`config.mk`:
```
export PLATFORM = sky130hd
export DESIGN_NAME = i2c_ptr_target
export DESIGN_NICKNAME = d
export VERILOG_FILES = /design/src/rtl/i2c_ptr_pkg.sv /design/src/rtl/i2c_ptr_frontend.sv /design/src/rtl/i2c_ptr_engine.sv /design/src/rtl/i2c_ptr_target.sv
export SDC_FILE = /design/constraint.sdc
export NUM_CORES = 1
export LEC_CHECK = 0
export BUFFER_PORTS_ARGS = -buffer_cell sky130_fd_sc_hd__buf_2
export CAP_MARGIN = 40
export CORE_UTILIZATION = 53
export DETAILED_ROUTE_END_ITERATION = 10
export GPL_TIMING_DRIVEN = 0
export PLACE_DENSITY = 0.84
export RECOVER_POWER = 25
export SLEW_MARGIN = 10
export SYNTH_ARGS = -nofsm -noshare
export SYNTH_HDL_FRONTEND = slang
export SYNTH_SLANG_ARGS = --single-unit
```
`constraint.sdc`:
```
create_clock -name clk -period 1.51 [get_ports clk]
set_input_delay 0.302 -clock clk [delete_from_list [all_inputs] [get_ports clk]]
set_output_delay 0.302 -clock clk [all_outputs]
set_load 0.005 [all_outputs]
```
`src/rtl/i2c_ptr_pkg.sv`:
```
package i2c_ptr_pkg;

    localparam int BYTE_W = 8;

    typedef enum logic [2:0] {
        ST_IDLE,
        ST_ADDR,
        ST_ACK,
        ST_WORD,
        ST_WDATA,
        ST_TX,
        ST_RXACK,
        ST_SKIP
    } tgt_state_e;

    typedef enum logic [1:0] {
        AK_DEV_WR,
        AK_DEV_RD,
        AK_WORD,
        AK_DATA
    } ack_kind_e;

    typedef struct packed {
        logic start;
        logic stop;
        logic scl_rise;
        logic scl_fall;
        logic sda;
    } bus_evt_t;

    function automatic logic dev_hit(input logic [BYTE_W-1:0] b, input logic [6:0] dev);
        return b[BYTE_W-1:1] == dev;
    endfunction

endpackage

```
`src/rtl/i2c_ptr_frontend.sv`:
```
module i2c_ptr_frontend
    import i2c_ptr_pkg::*;
#(
    parameter int HOLD_CYC = 60
) (
    input  logic     clk,
    input  logic     rst,
    input  logic     scl_i,
    input  logic     sda_i,
    output logic     scl_lvl,
    output bus_evt_t evt
);
    logic [1:0] scl_sy, sda_sy;
    logic       scl_s, sda_s, scl_prev;
    logic       scl_d, sda_d, sda_d_prev;

    always_ff @(posedge clk) begin
        if (rst) begin
            scl_sy     <= 2'b11;
            sda_sy     <= 2'b11;
            scl_prev   <= 1'b1;
            sda_d_prev <= 1'b1;
        end else begin
            scl_sy     <= {scl_sy[0], scl_i};
            sda_sy     <= {sda_sy[0], sda_i};
            scl_prev   <= scl_s;
            sda_d_prev <= sda_d;
        end
    end

    assign scl_s = scl_sy[1];
    assign sda_s = sda_sy[1];

    // Delayed copies of both lines, used only for START/STOP detection
    generate
        if (HOLD_CYC > 1) begin : g_line
            logic [HOLD_CYC-1:0] scl_line, sda_line;
            always_ff @(posedge clk) begin
                if (rst) begin
                    scl_line <= '1;
                    sda_line <= '1;
                end else begin
                    scl_line <= {scl_line[HOLD_CYC-2:0], scl_s};
                    sda_line <= {sda_line[HOLD_CYC-2:0], sda_s};
                end
            end
            assign scl_d = scl_line[HOLD_CYC-1];
            assign sda_d = sda_line[HOLD_CYC-1];
        end else begin : g_reg
            logic scl_r, sda_r;
            always_ff @(posedge clk) begin
                if (rst) begin
                    scl_r <= 1'b1;
                    sda_r <= 1'b1;
                end else begin
                    scl_r <= scl_s;
                    sda_r <= sda_s;
                end
            end
            assign scl_d = scl_r;
            assign sda_d = sda_r;
        end
    endgenerate

    // A bus condition needs SCL high both now and when the SDA edge really happened
    always_comb begin
        evt.start    = sda_d_prev & ~sda_d & scl_s & scl_d;
        evt.stop     = ~sda_d_prev & sda_d & scl_s & scl_d;
        evt.scl_rise = scl_s & ~scl_prev;
        evt.scl_fall = ~scl_s & scl_prev;
        evt.sda      = sda_s;
    end

    assign scl_lvl = scl_s;

endmodule

```
`src/rtl/i2c_ptr_engine.sv`:
```
module i2c_ptr_engine
    import i2c_ptr_pkg::*;
#(
    parameter logic [6:0] DEV_ADDR = 7'h50,
    parameter int         PTR_W    = 6
) (
    input  logic              clk,
    input  logic              rst,
    input  bus_evt_t          evt,
    input  logic [BYTE_W-1:0] mem_rdata,
    output logic [PTR_W-1:0]  ptr,
    output logic              mem_we,
    output logic [BYTE_W-1:0] mem_wdata,
    output logic              sda_oe
);
    localparam logic [PTR_W-1:0] PTR_ONE = 1;

    tgt_state_e        state;
    ack_kind_e         kind;
    logic [3:0]        cnt;
    logic [BYTE_W-1:0] sh;
    logic              acked;

    always_ff @(posedge clk) begin
        if (rst) begin
            state  <= ST_IDLE;
            kind   <= AK_DEV_WR;
            cnt    <= '0;
            sh     <= '0;
            acked  <= 1'b0;
            ptr    <= '0;
            mem_we <= 1'b0;
            sda_oe <= 1'b0;
        end else begin
            mem_we <= 1'b0;
            if (evt.start) begin
                state  <= ST_ADDR;
                cnt    <= '0;
                sda_oe <= 1'b0;
            end else if (evt.stop) begin
                state  <= ST_IDLE;
                sda_oe <= 1'b0;
            end else begin
                unique case (state)
                    ST_ADDR, ST_WORD, ST_WDATA: begin
                        if (evt.scl_rise) begin
                            sh  <= {sh[BYTE_W-2:0], evt.sda};
                            cnt <= cnt + 4'd1;
                        end else if (evt.scl_fall && cnt == 4'd8) begin
                            state <= ST_ACK;
                            if (state == ST_ADDR) begin
                                if (dev_hit(sh, DEV_ADDR)) begin
                                    sda_oe <= 1'b1;
                                    kind   <= sh[0] ? AK_DEV_RD : AK_DEV_WR;
                                end else begin
                                    state <= ST_SKIP;
                                end
                            end else if (state == ST_WORD) begin
                                sda_oe <= 1'b1;
                                kind   <= AK_WORD;
                            end else begin
                                sda_oe <= 1'b1;
                                mem_we <= 1'b1;
                                kind   <= AK_DATA;
                            end
                        end
                    end
                    ST_ACK: begin
                        if (evt.scl_rise) begin
                            if (kind == AK_WORD)
                                ptr <= sh[PTR_W-1:0];
                            else if (kind == AK_DATA)
                                ptr <= ptr + PTR_ONE;
                        end else if (evt.scl_fall) begin
                            cnt <= '0;
                            if (kind == AK_DEV_RD) begin
                                sh     <= mem_rdata;
                                sda_oe <= ~mem_rdata[BYTE_W-1];
                                state  <= ST_TX;
                            end else begin
                                sda_oe <= 1'b0;
                                state  <= (kind == AK_DEV_WR) ? ST_WORD : ST_WDATA;
                            end
                        end
                    end
                    ST_TX: begin
                        if (evt.scl_fall) begin
                            if (cnt == 4'd7) begin
                                sda_oe <= 1'b0;
                                state  <= ST_RXACK;
                            end else begin
                                sh     <= {sh[BYTE_W-2:0], 1'b0};
                                sda_oe <= ~sh[BYTE_W-2];
                                cnt    <= cnt + 4'd1;
                            end
                        end
                    end
                    ST_RXACK: begin
                        if (evt.scl_rise) begin
                            acked <= ~evt.sda;
                            if (!evt.sda)
                                ptr <= ptr + PTR_ONE;
                        end else if (evt.scl_fall) begin
                            if (acked) begin
                                sh     <= mem_rdata;
                                sda_oe <= ~mem_rdata[BYTE_W-1];
                                cnt    <= '0;
                                state  <= ST_TX;
                            end else begin
                                state <= ST_SKIP;
                            end
                        end
                    end
                    default: ;
                endcase
            end
        end
    end

    assign mem_wdata = sh;

endmodule

```
`src/rtl/i2c_ptr_target.sv`:
```
module i2c_ptr_target
    import i2c_ptr_pkg::*;
#(
    parameter logic [6:0] DEV_ADDR = 7'h50,
    parameter int         DEPTH    = 64,
    parameter int         HOLD_CYC = 60,
    localparam int        PTR_W    = $clog2(DEPTH)
) (
    input  logic              clk,
    input  logic              rst,
    input  logic              scl_i,
    input  logic              sda_i,
    output logic              sda_oe,
    output logic [PTR_W-1:0]  mem_addr,
    output logic              mem_we,
    output logic [BYTE_W-1:0] mem_wdata,
    input  logic [BYTE_W-1:0] mem_rdata
);
    bus_evt_t evt;
    logic     scl_lvl;

    i2c_ptr_frontend #(.HOLD_CYC(HOLD_CYC)) u_front (
        .clk     (clk),
        .rst     (rst),
        .scl_i   (scl_i),
        .sda_i   (sda_i),
        .scl_lvl (scl_lvl),
        .evt     (evt)
    );

    i2c_ptr_engine #(.DEV_ADDR(DEV_ADDR), .PTR_W(PTR_W)) u_eng (
        .clk       (clk),
        .rst       (rst),
        .evt       (evt),
        .mem_rdata (mem_rdata),
        .ptr       (mem_addr),
        .mem_we    (mem_we),
        .mem_wdata (mem_wdata),
        .sda_oe    (sda_oe)
    );

endmodule

```
==> metrics.cfg <==
[timing]
worst-slew-pin-transition_ns=0.617
timing_hold_violations_final=0
peak_freq_ghz=0.559
fin_crit_ns=1.79
final-setup-viol-count=24
fin_crit_sh_pct=119
finalWorstSetupSlack_ns=-0.280
worst_slew_margin_rel_pct=58.9
skew_ns=0.00826
timing.final.max_slew_violations=0
hold-worst-slack_ns=0.143
rsz_0062_raised_after_global_routing=yes

[job]
maxCapViolCount=0

[global_routing]
via_count_of_the_first_global_routing_pass=3651
grt.overflow.total=0
antenna_found_initial=0
grtUsageTotal_pct=23.2
grt_max_degree=17
wire_length_of_the_first_global_routing_pass_mm=17.5

[detailed_routing]
firstDrtPassIters=5
ant_nets=0
average_routed_wire_per_standard_cell_um=17.0
routed_wire_length_mm=11.4
drtIter0Drc=236
num_vias=3687
routed_via_count_divided_by_cell_count=5.49
drt_drc_violations_left=0

[synth]
synthTopCellsByArea=sky130_fd_sc_hd__dfxtp_1 60%, sky130_fd_sc_hd__or2_2 16%, sky130_fd_sc_hd__a21oi_1 1.7%
synth_async_sr_flop_share_pct=0
synthesis.area_mm2=0.00501
synth_top_area_cell=sky130_fd_sc_hd__dfxtp_1
ys_ff_latch=151
synth_warnings=0
netlist-cell-type-count=60
synth_enable_flop_cells=0
synth_top_area_share_pct=60.3
synthesis.area_per_instance_um2=10.8
synth_ff_type=sky130_fd_sc_hd__dfxtp_1
seq_area_frac_synth_pct=60.3
syn-num-nets=478
cells_after_synth=463

[critical_path]
start_kind=flip-flop
cp.arrival_ns=2.16
cp_max_fo=7
rr_worst_depth=7
worstReg2RegEnd=u_eng.mem_wdata[7]
critical_path.cell_chain=or3b_4 > a2bb2oi_4 > buf_4 > o21ai_4 > nor3_4 > buf_12 > a221oi_1
cpLargestDelayFamily=simple AND/OR/NAND/NOR gates
timing.rr.start=u_front.g_line.scl_line[0]
critical_path.endpoint_type=flip-flop
timing.reg2reg.setup_slack_ns=-0.28
timing.critical_path.buf_inv=2
critPathRequiredTime_ns=1.88
critical-path-max-stage-delay_ns=0.41
crit_slowest_cell=sky130_fd_sc_hd__or3b_4
criticalPathCategory=reg2reg

[floorplan]
design.core.area_mm2=0.00920
rows=35
initial_utilization_pct=54.5
die_y_um=99.3
die_w_um=99.3
floorplan.die_area_mm2=0.00985
boundaryPins=28

[cells_and_area]
layout_commonest_cell=sky130_fd_sc_hd__dfxtp_1
final-instance-count-excl-fill=671
synth_to_final_area_change_pct=30.9
num-nets-final=565
final_instance_area_mm2=0.00656
layout-drive-gt1-share_pct=52.5
diodes=0
post-route-util_pct=71.4
layout.cells.most_common_list=140 x sky130_fd_sc_hd__dfxtp_1, 126 x sky130_fd_sc_hd__or2_2, 32 x sky130_fd_sc_hd__buf_4
filler_cell_count=581

[pwr]
internal_power_mw=7.65
netSwitchingPower_mw=2.85
clockPowerShare_pct=38.6
vdd_drop_max_mv=0.814
static-leakage-power_nw=2.44
switching_share_pct=27.1
seq_power_share_pct=40.6
power.share.combinational_pct=20.9
power.density_cell_area_mw_per_mm2=1600

[clock_network]
cts_max_level=4
cts_tree=done
clock_path_buffers=2
clk_latency_ns=0.52
clk_pin_slew_worst_paths_ns=0.06
numClockSinks=151
tritoncts.num_buffers=17
buffer_type_at_the_clock_tree_root=sky130_fd_sc_hd__clkbuf_8

[place]
buffer_ports.inserted=27
dpl_cell_area_mm2=0.00530
placed_cells=601
gp_congestion=0.905
place_ws_ns=-0.364
place_hpwl_mm=5.98

[worst_hold_path]
holdCritPathClass=in2reg
min_to=u_eng.mem_wdata[3]
worstHoldStart=mem_rdata[3]
min_delay_path_depth=3

[status]
status=finished with violations
failing_checks=negative setup slack

[routing by layer]
metal,GRT usage (%),vias up,share of wire [%]
li1,-,1721,-
met4,13.2,0,4.1
met2,37.9,166,49
met3,7.45,40,5.9
met1,27.0,1760,41
met5,0,-,0
[cells in the mapped netlist, drive strengths merged, types with 6 or more instances]
library cell  count
dfxtp           151
or2             126
a21oi            19
clkbuf           16
inv              14
o21ai            12
nor2             11
nand2             9
a221oi            7
buf               7
nand2b            7
o22ai             6
[sequential cells by signal (all words and copies together), names as in the netlist]
name	count
u_front.g_line.scl_line	60
u_eng.sda_oe	1
u_eng.cnt	4
u_eng.state	3
u_front.sda_d_prev	1
u_eng.acked	1
u_front.g_line.sda_line	60
u_eng.kind	2
u_front.sda_sy	2
u_eng.mem_wdata	8
u_front.scl_sy	2
u_eng.mem_we	1
u_eng.ptr	6
[per-stage QoR]
step                setup TNS [ns]  power (mW)
finish                       -4.37        10.5
global route                 -5.08        10.9
CTS                          -2.30        10.2
detailed placement           -5.42        5.56
global placement             -4.85        5.53
floorplan                   -0.169        5.21
[layout make-up]
class	instances	area, um^2	area share, %
Sequential cell	151	3060	46.6
Multi-Input combinational cell	275	2140	32.5
Timing Repair Buffer	69	493	7.51
Clock buffer	19	432	6.58
Tap cell	111	139	2.12
Clock inverter	10	131	2.00
Buffer	22	120	1.83
Inverter	14	55.1	0.839
[worst register-to-register path, stage by stage (launching register included)]
cell and delay (ns):
sky130_fd_sc_hd__dfxtp_4 0.38, sky130_fd_sc_hd__or3b_4 0.41, sky130_fd_sc_hd__a2bb2oi_4 0.19, sky130_fd_sc_hd__buf_4 0.14, sky130_fd_sc_hd__o21ai_4 0.09, sky130_fd_sc_hd__nor3_4 0.20
sky130_fd_sc_hd__buf_12 0.16, sky130_fd_sc_hd__a221oi_1 0.08
[power groups by stage]
stage | clock network (mW) | registers [mW] | logic [mW]
after floorplan | 0 | 4.25 | 0.958
after global placement | 0 | 4.26 | 1.26
after detailed placement | 0 | 4.27 | 1.29
after CTS | 4.09 | 4.25 | 1.91
after global routing | 4.31 | 4.27 | 2.30
final | 4.05 | 4.26 | 2.19
[timing repair]
action	CTS	global route
pin swaps	30	18
endpoints found under the setup margin	24	25
cloned	1	1
resized for setup	65	33
endpoints found under the hold margin	2	0
setup buffers	28	12
hold buffers	2	0
[worst max-delay path by stage]
stage	depth (start not counted)	slack [ns]	from	endpoint
2_1_floorplan	5	-0.06	u_front.g_line.scl_line[0]	u_eng.mem_wdata[0]
3_3_place_gp	7	-0.36	u_eng.state[0]	u_eng.ptr[2]
3_5_place_dp	7	-0.36	u_eng.state[0]	u_eng.ptr[2]
4_1_cts	6	-0.18	u_eng.state[0]	u_eng.ptr[2]
5_1_grt	7	-0.30	u_eng.state[1]	u_eng.mem_wdata[7]
6_report	7	-0.28	u_front.g_line.scl_line[0]	u_eng.mem_wdata[7]
[logic make-up after synthesis]
kind of cell	count (synthesis)	synth area share, %
buffers and inverters	37	3.00
AOI/OAI and AO/OA	67	9.74
DFF	151	60.3
xor gates and xnor gates	2	0.350
muxes	6	1.22
adders and majority gates	3	0.749
and+or+nand+nor	197	24.6
(Power assumes the default switching activity.)
